### src/rtl/flash_pwr_pkg.sv
package flash_pwr_pkg;
  typedef enum logic [2:0] {
    ST_OFF    = 3'd0,
    ST_SETTLE = 3'd1,
    ST_RST    = 3'd2,
    ST_GAP    = 3'd3,
    ST_ON     = 3'd4,
    ST_FAULT  = 3'd5
  } pwr_st_e;
endpackage

### src/rtl/fpc_timer.sv
module fpc_timer #(
  parameter int TW = 8
) (
  input  logic          clk_i,
  input  logic          rst_ni,
  input  logic          load_i,
  input  logic [TW-1:0] val_i,
  output logic          zero_o
);
  logic [TW-1:0] cnt_q;

  always_ff @(posedge clk_i or negedge rst_ni) begin
    if (!rst_ni)               cnt_q <= '0;
    else if (load_i)           cnt_q <= val_i;
    else if (cnt_q != '0)      cnt_q <= cnt_q - 1'b1;
  end

  assign zero_o = (cnt_q == '0);
endmodule

### src/rtl/fpc_idle_mon.sv
module fpc_idle_mon #(
  parameter int IDLE_CYC  = 1000,
  parameter int CHECK_CYC = 500
) (
  input  logic clk_i,
  input  logic rst_ni,
  input  logic clr_i,
  output logic idle_over_o,
  output logic tick_o
);
  localparam int IW = $clog2(IDLE_CYC + 2);
  localparam int CW = $clog2(CHECK_CYC + 1);
  localparam logic [IW-1:0] IDLE_LIM = IW'(IDLE_CYC);
  localparam logic [CW-1:0] CHK_LAST = CW'(CHECK_CYC - 1);

  logic [IW-1:0] idle_q;
  logic [CW-1:0] chk_q;

  // saturates one past the limit
  always_ff @(posedge clk_i or negedge rst_ni) begin
    if (!rst_ni)                 idle_q <= '0;
    else if (clr_i)              idle_q <= '0;
    else if (idle_q <= IDLE_LIM) idle_q <= idle_q + 1'b1;
  end

  always_ff @(posedge clk_i or negedge rst_ni) begin
    if (!rst_ni)                chk_q <= '0;
    else if (chk_q == CHK_LAST) chk_q <= '0;
    else                        chk_q <= chk_q + 1'b1;
  end

  assign idle_over_o = (idle_q > IDLE_LIM);
  assign tick_o      = (chk_q == CHK_LAST);

  AST_IDLE_BOUNDED: assert property (@(posedge clk_i) disable iff (!rst_ni)
    idle_q <= IDLE_LIM + 1'b1) else $error("idle count overran");
endmodule

### src/rtl/fpc_bank_sel.sv
module fpc_bank_sel #(
  parameter int NUM_BANKS = 4,
  localparam int BW = (NUM_BANKS > 1) ? $clog2(NUM_BANKS) : 1
) (
  input  logic [NUM_BANKS-1:0] present_i,
  input  logic [BW-1:0]        cur_i,
  input  logic                 from_start_i,
  output logic                 found_o,
  output logic [BW-1:0]        nxt_o
);
  // lowest present bank above cur_i, or lowest overall from start
  always_comb begin
    found_o = 1'b0;
    nxt_o   = '0;
    for (int i = NUM_BANKS - 1; i >= 0; i--) begin
      if (present_i[i] && (from_start_i || (BW'(i) > cur_i))) begin
        found_o = 1'b1;
        nxt_o   = BW'(i);
      end
    end
  end
endmodule

### src/rtl/flash_idle_pwr_ctrl.sv
module flash_idle_pwr_ctrl
  import flash_pwr_pkg::*;
#(
  parameter int NUM_BANKS  = 4,
  parameter int CYC_PER_US = 100,
  parameter int IDLE_US    = 200000,
  parameter int CHECK_US   = 100000,
  parameter int SETTLE_US  = 50000,
  parameter int GAP_US     = 1000
) (
  input  logic                 clk_i,
  input  logic                 rst_ni,
  input  logic                 activity_i,
  input  logic                 access_req_i,
  input  logic                 access_busy_i,
  input  logic [NUM_BANKS-1:0] bank_present_i,
  input  logic                 rst_ack_i,
  input  logic                 rst_err_i,
  output logic                 supply_en_o,
  output logic                 pad_en_o,
  output logic [NUM_BANKS-1:0] bank_rst_o,
  output logic                 grant_o,
  output logic                 fatal_o
);
  localparam int IDLE_CYC   = IDLE_US * CYC_PER_US;
  localparam int CHECK_CYC  = CHECK_US * CYC_PER_US;
  localparam int SETTLE_CYC = SETTLE_US * CYC_PER_US;
  localparam int GAP_CYC    = GAP_US * CYC_PER_US;
  localparam int TMAX       = (SETTLE_CYC > GAP_CYC) ? SETTLE_CYC : GAP_CYC;
  localparam int TW         = $clog2(TMAX + 1);
  localparam int BW         = (NUM_BANKS > 1) ? $clog2(NUM_BANKS) : 1;

  pwr_st_e       st_q, st_d;
  logic [BW-1:0] cur_q, cur_d, nxt;
  logic          found, tmr_load, tmr_zero, idle_clr, idle_over, tick;
  logic [TW-1:0] tmr_val;

  fpc_timer #(.TW(TW)) u_timer (
    .clk_i, .rst_ni, .load_i(tmr_load), .val_i(tmr_val), .zero_o(tmr_zero)
  );

  fpc_idle_mon #(.IDLE_CYC(IDLE_CYC), .CHECK_CYC(CHECK_CYC)) u_idle (
    .clk_i, .rst_ni, .clr_i(idle_clr), .idle_over_o(idle_over), .tick_o(tick)
  );

  fpc_bank_sel #(.NUM_BANKS(NUM_BANKS)) u_sel (
    .present_i(bank_present_i), .cur_i(cur_q),
    .from_start_i(st_q == ST_SETTLE), .found_o(found), .nxt_o(nxt)
  );

  always_comb begin
    st_d     = st_q;
    cur_d    = cur_q;
    tmr_load = 1'b0;
    tmr_val  = '0;
    idle_clr = activity_i;
    unique case (st_q)
      ST_OFF: if (access_req_i) begin
        st_d     = ST_SETTLE;
        tmr_load = 1'b1;
        tmr_val  = TW'(SETTLE_CYC - 1);
        idle_clr = 1'b1;
      end
      ST_SETTLE, ST_GAP: if (tmr_zero) begin
        if (found) begin
          st_d  = ST_RST;
          cur_d = nxt;
        end else begin
          st_d     = ST_ON;
          idle_clr = 1'b1;
        end
      end
      ST_RST: if (rst_ack_i) begin
        if (rst_err_i) st_d = ST_FAULT;
        else begin
          st_d     = ST_GAP;
          tmr_load = 1'b1;
          tmr_val  = TW'(GAP_CYC - 1);
        end
      end
      ST_ON: if (tick && idle_over && !access_busy_i) st_d = ST_OFF;
      ST_FAULT: st_d = ST_FAULT;
      default: st_d = ST_OFF;
    endcase
  end

  always_ff @(posedge clk_i or negedge rst_ni) begin
    if (!rst_ni) begin
      st_q  <= ST_OFF;
      cur_q <= '0;
    end else begin
      st_q  <= st_d;
      cur_q <= cur_d;
    end
  end

  assign supply_en_o = (st_q != ST_OFF);
  assign pad_en_o    = (st_q != ST_OFF);
  assign grant_o     = (st_q == ST_ON);
  assign fatal_o     = (st_q == ST_FAULT);

  for (genvar b = 0; b < NUM_BANKS; b++) begin : g_rst
    assign bank_rst_o[b] = (st_q == ST_RST) && (cur_q == BW'(b));
  end

  AST_RST_ONEHOT: assert property (@(posedge clk_i) disable iff (!rst_ni)
    $onehot0(bank_rst_o)) else $error("multiple bank resets");
  AST_RST_PRESENT: assert property (@(posedge clk_i) disable iff (!rst_ni)
    (bank_rst_o & ~bank_present_i) == '0) else $error("absent bank reset");
  AST_GRANT_POWERED: assert property (@(posedge clk_i) disable iff (!rst_ni)
    grant_o |-> supply_en_o && pad_en_o) else $error("grant unpowered");
  AST_OFF_FROM_GRANT: assert property (@(posedge clk_i) disable iff (!rst_ni)
    $fell(supply_en_o) |-> $past(grant_o) && $past(tick) && $past(idle_over))
    else $error("power dropped outside idle tick");
  AST_NO_DROP_BUSY: assert property (@(posedge clk_i) disable iff (!rst_ni)
    $fell(supply_en_o) |-> !$past(access_busy_i)) else $error("dropped while busy");
  AST_FATAL_STICKY: assert property (@(posedge clk_i) disable iff (!rst_ni)
    fatal_o |=> fatal_o && !grant_o) else $error("fatal cleared");
endmodule

### config.mk
export PLATFORM = sky130hd
export DESIGN_NAME = flash_idle_pwr_ctrl
export DESIGN_NICKNAME = d
export VERILOG_FILES = /design/src/rtl/flash_pwr_pkg.sv /design/src/rtl/fpc_timer.sv /design/src/rtl/fpc_idle_mon.sv /design/src/rtl/fpc_bank_sel.sv /design/src/rtl/flash_idle_pwr_ctrl.sv
export SDC_FILE = /design/constraint.sdc
export NUM_CORES = 1
export LEC_CHECK = 0
export BUFFER_PORTS_ARGS = -buffer_cell sky130_fd_sc_hd__buf_2
export CORE_ASPECT_RATIO = 1.25
export CORE_MARGIN = 3
export CORE_UTILIZATION = 40
export CTS_CLUSTER_SIZE = 12
export DETAILED_ROUTE_END_ITERATION = 6
export GPL_TIMING_DRIVEN = 0
export PLACE_DENSITY = 0.58
export SLEW_MARGIN = 20
export SYNTH_ARGS = -nofsm -noshare
export SYNTH_HDL_FRONTEND = slang
export SYNTH_SLANG_ARGS = --single-unit
### constraint.sdc
create_clock -name clk_i -period 4.1 [get_ports clk_i]
set_input_delay 0.205 -clock clk_i [delete_from_list [all_inputs] [get_ports clk_i]]
set_output_delay 0.205 -clock clk_i [all_outputs]
set_load 0.03 [all_outputs]
After elaboration in Yosys (flattened, before gate mapping)
Cells that the tools add are included.
Widths: inputs -> output; s select.

storage, ports and cells
  flip-flop bits (word level) = 77
  bits in latches = 0
  memory bits (writable) = 0
  bits in read-only memories = 0
  output and inout port bits = 8
  memories = 0

cells by class
  add/sub/neg operators = 3
  $mul = 0
  div/mod/pow operators = 0
  order comparisons = 6
  eq/ne operators = 13
  shift-type cells = 0
  mux-type cells = 32
  bitwise gates (word level) = 0
  reduce and logical (&&, ||, !) cells = 25

operators by type and width
  kind                   count
  $mux 23                3
  $mux 25                2
  $pmux 23 s2            1
  $mux 17                2
  $add 25x1->25 const B  1
  $gt 25x25->1 const B   1
  $le 25x25->1 const B   1
  $add 24x1->24 const B  1
  $eq 24x24->1 const B   1
  $mux 24                1
  $logic_not 23->1       1
  $reduce_bool 23->1     1
  $sub 23x1->23 const B  1
  $mux 3                 6
  $pmux 3 s5             1
  $logic_and 1x1->1      10
  $mux 1                 10
  $mux 2                 4
  $eq 3x2->1 const B     2
  $eq 3x3->1 const B     2
  $ne 2x2->1 const B     3
  $eq 2x2->1 const B     2
  $gt 1x2->1 const A     2
  $gt 2x2->1 const A     2
  other kinds (13)       18

Logic depth before layout (Yosys ltp)
  depth after elaboration = 11
  depth in mapped cells = 9
  depth with buffers taken out = 8

Hierarchy
Synthesis repeated with hierarchy kept, for this count alone.

second synthesis, totals
  cells, all modules = 462
  area total of the unflattened synthesis = 4350.4 um^2

by module, submodules not included
  module               times used  cells each  area each (um^2)
  fpc_idle_mon         1           262         2529.9
  fpc_timer            1           137         1305.0
  flash_idle_pwr_ctrl  1           48          424.2
  fpc_bank_sel         1           15          91.3

Worst setup path before layout
No wires, ideal clock.

  path kind = reg-to-reg
  start point = register u_idle.idle_q[17]
  end point = register u_idle.idle_q[20]
  library setup time = 78 ps
  arrival time = 2206 ps
  path slack = 1816 ps
  cell stages (with the launch flop) = 7
  buffers on the path = 0
  path through = dfrtp_1 > or3_4 > or4_4 > nor3_4 > o211ai_4 > or4_1 > a21oi_1

on the way
  longest elaborated chain between the ends = 3

RTL lines
  what                    line                source
  start, declared         fpc_idle_mon.sv:16  logic [IW-1:0] idle_q;
  start signal, assigned  fpc_idle_mon.sv:23  else if (idle_q <= IDLE_LIM) idle_q <= idle_q + 1'b1;
  $add 25x1->25           fpc_idle_mon.sv:23
  $mux 25                 fpc_idle_mon.sv:23
  $mux 25                 fpc_idle_mon.sv:22  else if (clr_i) idle_q <= '0;

Parallel ways exist; a longest one is shown, timed or not. The select of a mux whose other input is x is not followed.
A chain may end at the register's enable or synchronous reset.

Final worst setup path
  start point = register u_timer.cnt_q[16]
  end point = register u_idle.idle_q[6]

on the way
  longest elaborated chain between the ends = 4

RTL lines
  what                                                 line                       source
  start, declared                                      fpc_timer.sv:10            logic [TW-1:0] cnt_q;
  start signal, assigned                               fpc_timer.sv:14            else if (load_i) cnt_q <= val_i;
  start signal, assigned                               fpc_timer.sv:15            else if (cnt_q != '0) cnt_q <= cnt_q - 1'b1;
  $logic_not 23->1 *                                   fpc_timer.sv:18            assign zero_o = (cnt_q == '0);
  $mux 1 *                                             flash_idle_pwr_ctrl.sv:64  ST_SETTLE, ST_GAP: if (tmr_zero) begin
  $pmux 1 s2 *                                         flash_idle_pwr_ctrl.sv:57  unique case (st_q)
  $mux 25 / $reduce_bool 2->1 (equally long branches)  n/a

Every way passes the cells marked *; elsewhere a longest branch is shown, timed or not.

==> reports/metrics.yaml <==
core.rowCount: 41
first_pass_iters: 4
cts.htree.levels: 3
clock-skew-final_ns: 0.008665
antenna_violating_nets_remaining: 0
synth_seq_cells: 77
path_class: "reg -> reg"
period_share_pct: 67.38
die_area_mm2: 0.01166
switching_fraction_pct: 18.75
grt.overflow.total: 0
end_kind: "flop"
finish_stage_setup_viols: 0
die_w_um: 97.18
synth_top_family_by_area: "simple AND/OR/NAND/NOR gates"
post_synth_xor_area_fraction_pct: 11.17
violation_count_after_the_first_detailed_route_iteration: 108
ys.flop_type: "sky130_fd_sc_hd__dfrtp_1"
detail_route.vias_per_cell: 5.444
power.clock.fraction_pct: 56.1
power.density_cell_area_mw_per_mm2: 384.8
timing.max_slew.rel_slack_pct: 51.70
vias: 3326
timing_max_transition_violations_final: 0
synth_area_per_cell_um2: 9.319
status: "complete, no violations"
synth-simple-area-share_pct: 27.66
place_congestion: 0.7825
reg2reg_depth: 6
worst_setup_path_start_kind: "flop"
final_net_count: 493
worst_slew_pin_slew_ns: 0.7178
muxShareOfSynthArea_pct: 0.9633
combined_global_route_utilization_of_all_metal_layers_pct: 16.45
comb_power_share_pct: 2.7
async_reset_ff_share_pct: 100.0
floorplan.initialDensity_pct: 41.13
synthToLayoutAreaGrowth_pct: 16.56
first_global_vias: 3423
drive_above_1_share_pct: 9.959
max_cap_violations: 0
grt_first_pass_wirelength_um: 15700
worst_ir_drop_vdd_v: 0.0002148
clk_latency_ns: 0.34
fin_tns_setup_ns: 0
tritoncts_num_sinks: 77
ctsRootBufferMaster: "sky130_fd_sc_hd__clkbuf_16"
antenna_found_initial: 0
critPathMaxFanout: 10
synth-adder-area-share_pct: 1.505
ys_seq_area_share_pct: 46.36
fmaxAchievable_mhz: 362.0
seq_power_share_pct: 41.2
diodes: 0
area_of_the_placeable_core_mm2: 0.01011
drcViolationCount: 0
dp_hpwl_um: 6284
totalWireLength_um: 8861
synthesis.yosys.warnings: 0
synth_fp_nets: 462
synth_compound_gate_area_share_pct: 10.14
netlist_instances: 446
timing.critical_path.required_ns: 4.29
holdPathStages: 3
rsz0062_at_grt: "no"
synth_enable_flop_cells: 0
cp.arrival_ns: 2.96
cts_made_buffers: 9
hold_violations: 0
finalWorstPathRequiredPeriod_ns: 2.763
cts_tree: "built"
clock_tree.buffer_depth: 2
maximum_number_of_pins_on_one_net_before_global_route_repair: 54
synthesis.area_mm2: 0.004156
synth.lib_cells_used.distinct: 55
dieHeight_um: 120.0
power.internal_mw: 1.515
holdCritPathClass: "in -> reg"
post-layout-total-power_mw: 1.864
wire_per_inst_um: 14.50
buffer_ports.inserted: 18
ios: 19
power_leakage_nw: 1.937
worst_setup_hold_path_clk_slew_ns: 0.06
switchingPower_uw: 349.5
-- cells in the mapped netlist (all sizes together), types with 2 or more instances --
library cell  count  share of area, %
a211oi            2              0.36
a21oi            18               2.2
a22oi             2              0.36
a31oi             2              0.30
and2              4              0.60
and3              8               1.2
and4              3              0.63
buf               3              0.39
clkbuf            9              0.81
dfrtp            77                46
ha                5               1.5
inv              11              0.99
mux2i             4              0.96
nand2            33               3.0
nand2b            3              0.45
nand3            23               2.8
nand3b            2              0.36
nand4            18               2.7
nand4b            5               1.1
nor2             57               5.1
nor2b             3              0.45
nor3             21               2.9
nor3b             2              0.36
nor4              9               1.5
o2111ai           2              0.42
o211ai            5               1.2
o21ai            26               3.1
o31ai             3              0.54
or2               2              0.30
or3              12               1.9
or4               6               1.2
xnor2            23               4.8
xor2             30               6.3
-- stage by stage --
| step | cell area, µm² | utilization, % | worst slack [ns] | hold WS [ns] | std cells |
|---|---|---|---|---|---|
| CTS | 4845 | 47.94 | 1.321 | 0.1977 | 611 |
| global placement | 4408 | 43.62 | 1.345 | 0.4740 | 593 |
| global route | 4845 | 47.94 | 1.124 | 0.2074 | 611 |
| floorplan | 4156 | - | 1.816 | -0.09059 | 446 |
| finish | 4845 | 47.94 | 1.337 | 0.2109 | 611 |
| detailed placement | 4438 | 43.91 | 1.337 | 0.1484 | 594 |
-- sequential cells by signal, summed over array words and instances (netlist names) --
signal and cells:
st_q 3, u_timer.cnt_q 23, u_idle.idle_q 25, cur_q 2, u_idle.chk_q 24
-- layer usage --
layer	global-route usage [%]	vias to the layer above	wire length, µm	part of all wire, %
met1	20.57	1629	4144	47
met2	27.76	34	4466	50
li1	-	1659	-	-
met4	6.234	0	69	0.78
met3	3.663	4	180	2.0
met5	0	-	0	0
-- cell type report --
| cell class | instances | area, µm² |
|---|---|---|
| inverters | 11 | 41.29 |
| fillers | 967 | 5261 |
| flip-flops and latches | 77 | 1927 |
| plain buffers | 12 | 50.05 |
| clock buffers | 10 | 239.0 |
| multi-input cells | 346 | 2138 |
| well taps | 129 | 161.4 |
| clock inverters | 6 | 157.7 |
| repair buffers | 20 | 130.1 |
-- critical path, stage by stage (launching register included) --
cell	delay (ns)
sky130_fd_sc_hd__dfrtp_1	0.44
sky130_fd_sc_hd__or4_1	0.62
sky130_fd_sc_hd__nor4_2	0.57
sky130_fd_sc_hd__nand4_1	0.15
sky130_fd_sc_hd__nand2_1	0.27
sky130_fd_sc_hd__clkbuf_1	0.45
sky130_fd_sc_hd__nor2_1	0.12
-- timing repair --
item                      CTS  global route
resized for setup           0             0
hold endpoints to repair   24             0
setup buffers               0             0
hold buffers                1             0
-- worst paths after layout --
check	from	endpoint	slack, ns
max	u_timer.cnt_q[16]	u_idle.idle_q[6]	1.34
min	bank_present_i[0]	cur_q[0]	0.21
max reg2reg	u_timer.cnt_q[16]	u_idle.idle_q[6]	1.34
min reg2reg	u_idle.chk_q[4]	u_idle.chk_q[4]	0.50
max in group asynchronous	rst_ni	u_idle.chk_q[18]	3.20
min in group asynchronous	rst_ni	u_idle.idle_q[2]	0.33
-- layout by cell type (no fill, tap or decap), drive strengths merged, types with 3 or more instances in the layout --
master  instances
a21oi          18
and2            4
and3            8
and4            3
buf            22
bufinv          5
clkbuf         19
dfrtp          77
ha              5
inv            11
mux2i           4
nand2          33
nand2b          3
nand3          23
nand4          18
nand4b          5
nor2           57
nor2b           3
nor3           21
nor4            9
o211ai          5
o21ai          26
o31ai           3
or3            12
or4             6
xnor2          23
xor2           30
-- logic make-up (layout without fill, tap and decap cells) --
group	Yosys count	in the layout
XOR/XNOR	53	53
adder cells (fa/ha/maj)	5	5
AO/OA/AOI/OAI	68	68
multiplexers	4	4
buffers and inverters	23	59
flip-flops	77	77
AND/OR/NAND/NOR	216	216
-- power by group through the flow --
stage	clock [mW]	sequential [mW]	combinational, mW
6_report	1.05	0.769	0.0496
3_5_place_dp	0	0.783	0.0507
5_1_grt	1.11	0.769	0.0580
4_1_cts	1.07	0.769	0.0517
2_1_floorplan	0	0.782	0.0189
3_3_place_gp	0	0.782	0.0465
Power figures use the tool's default switching activity.
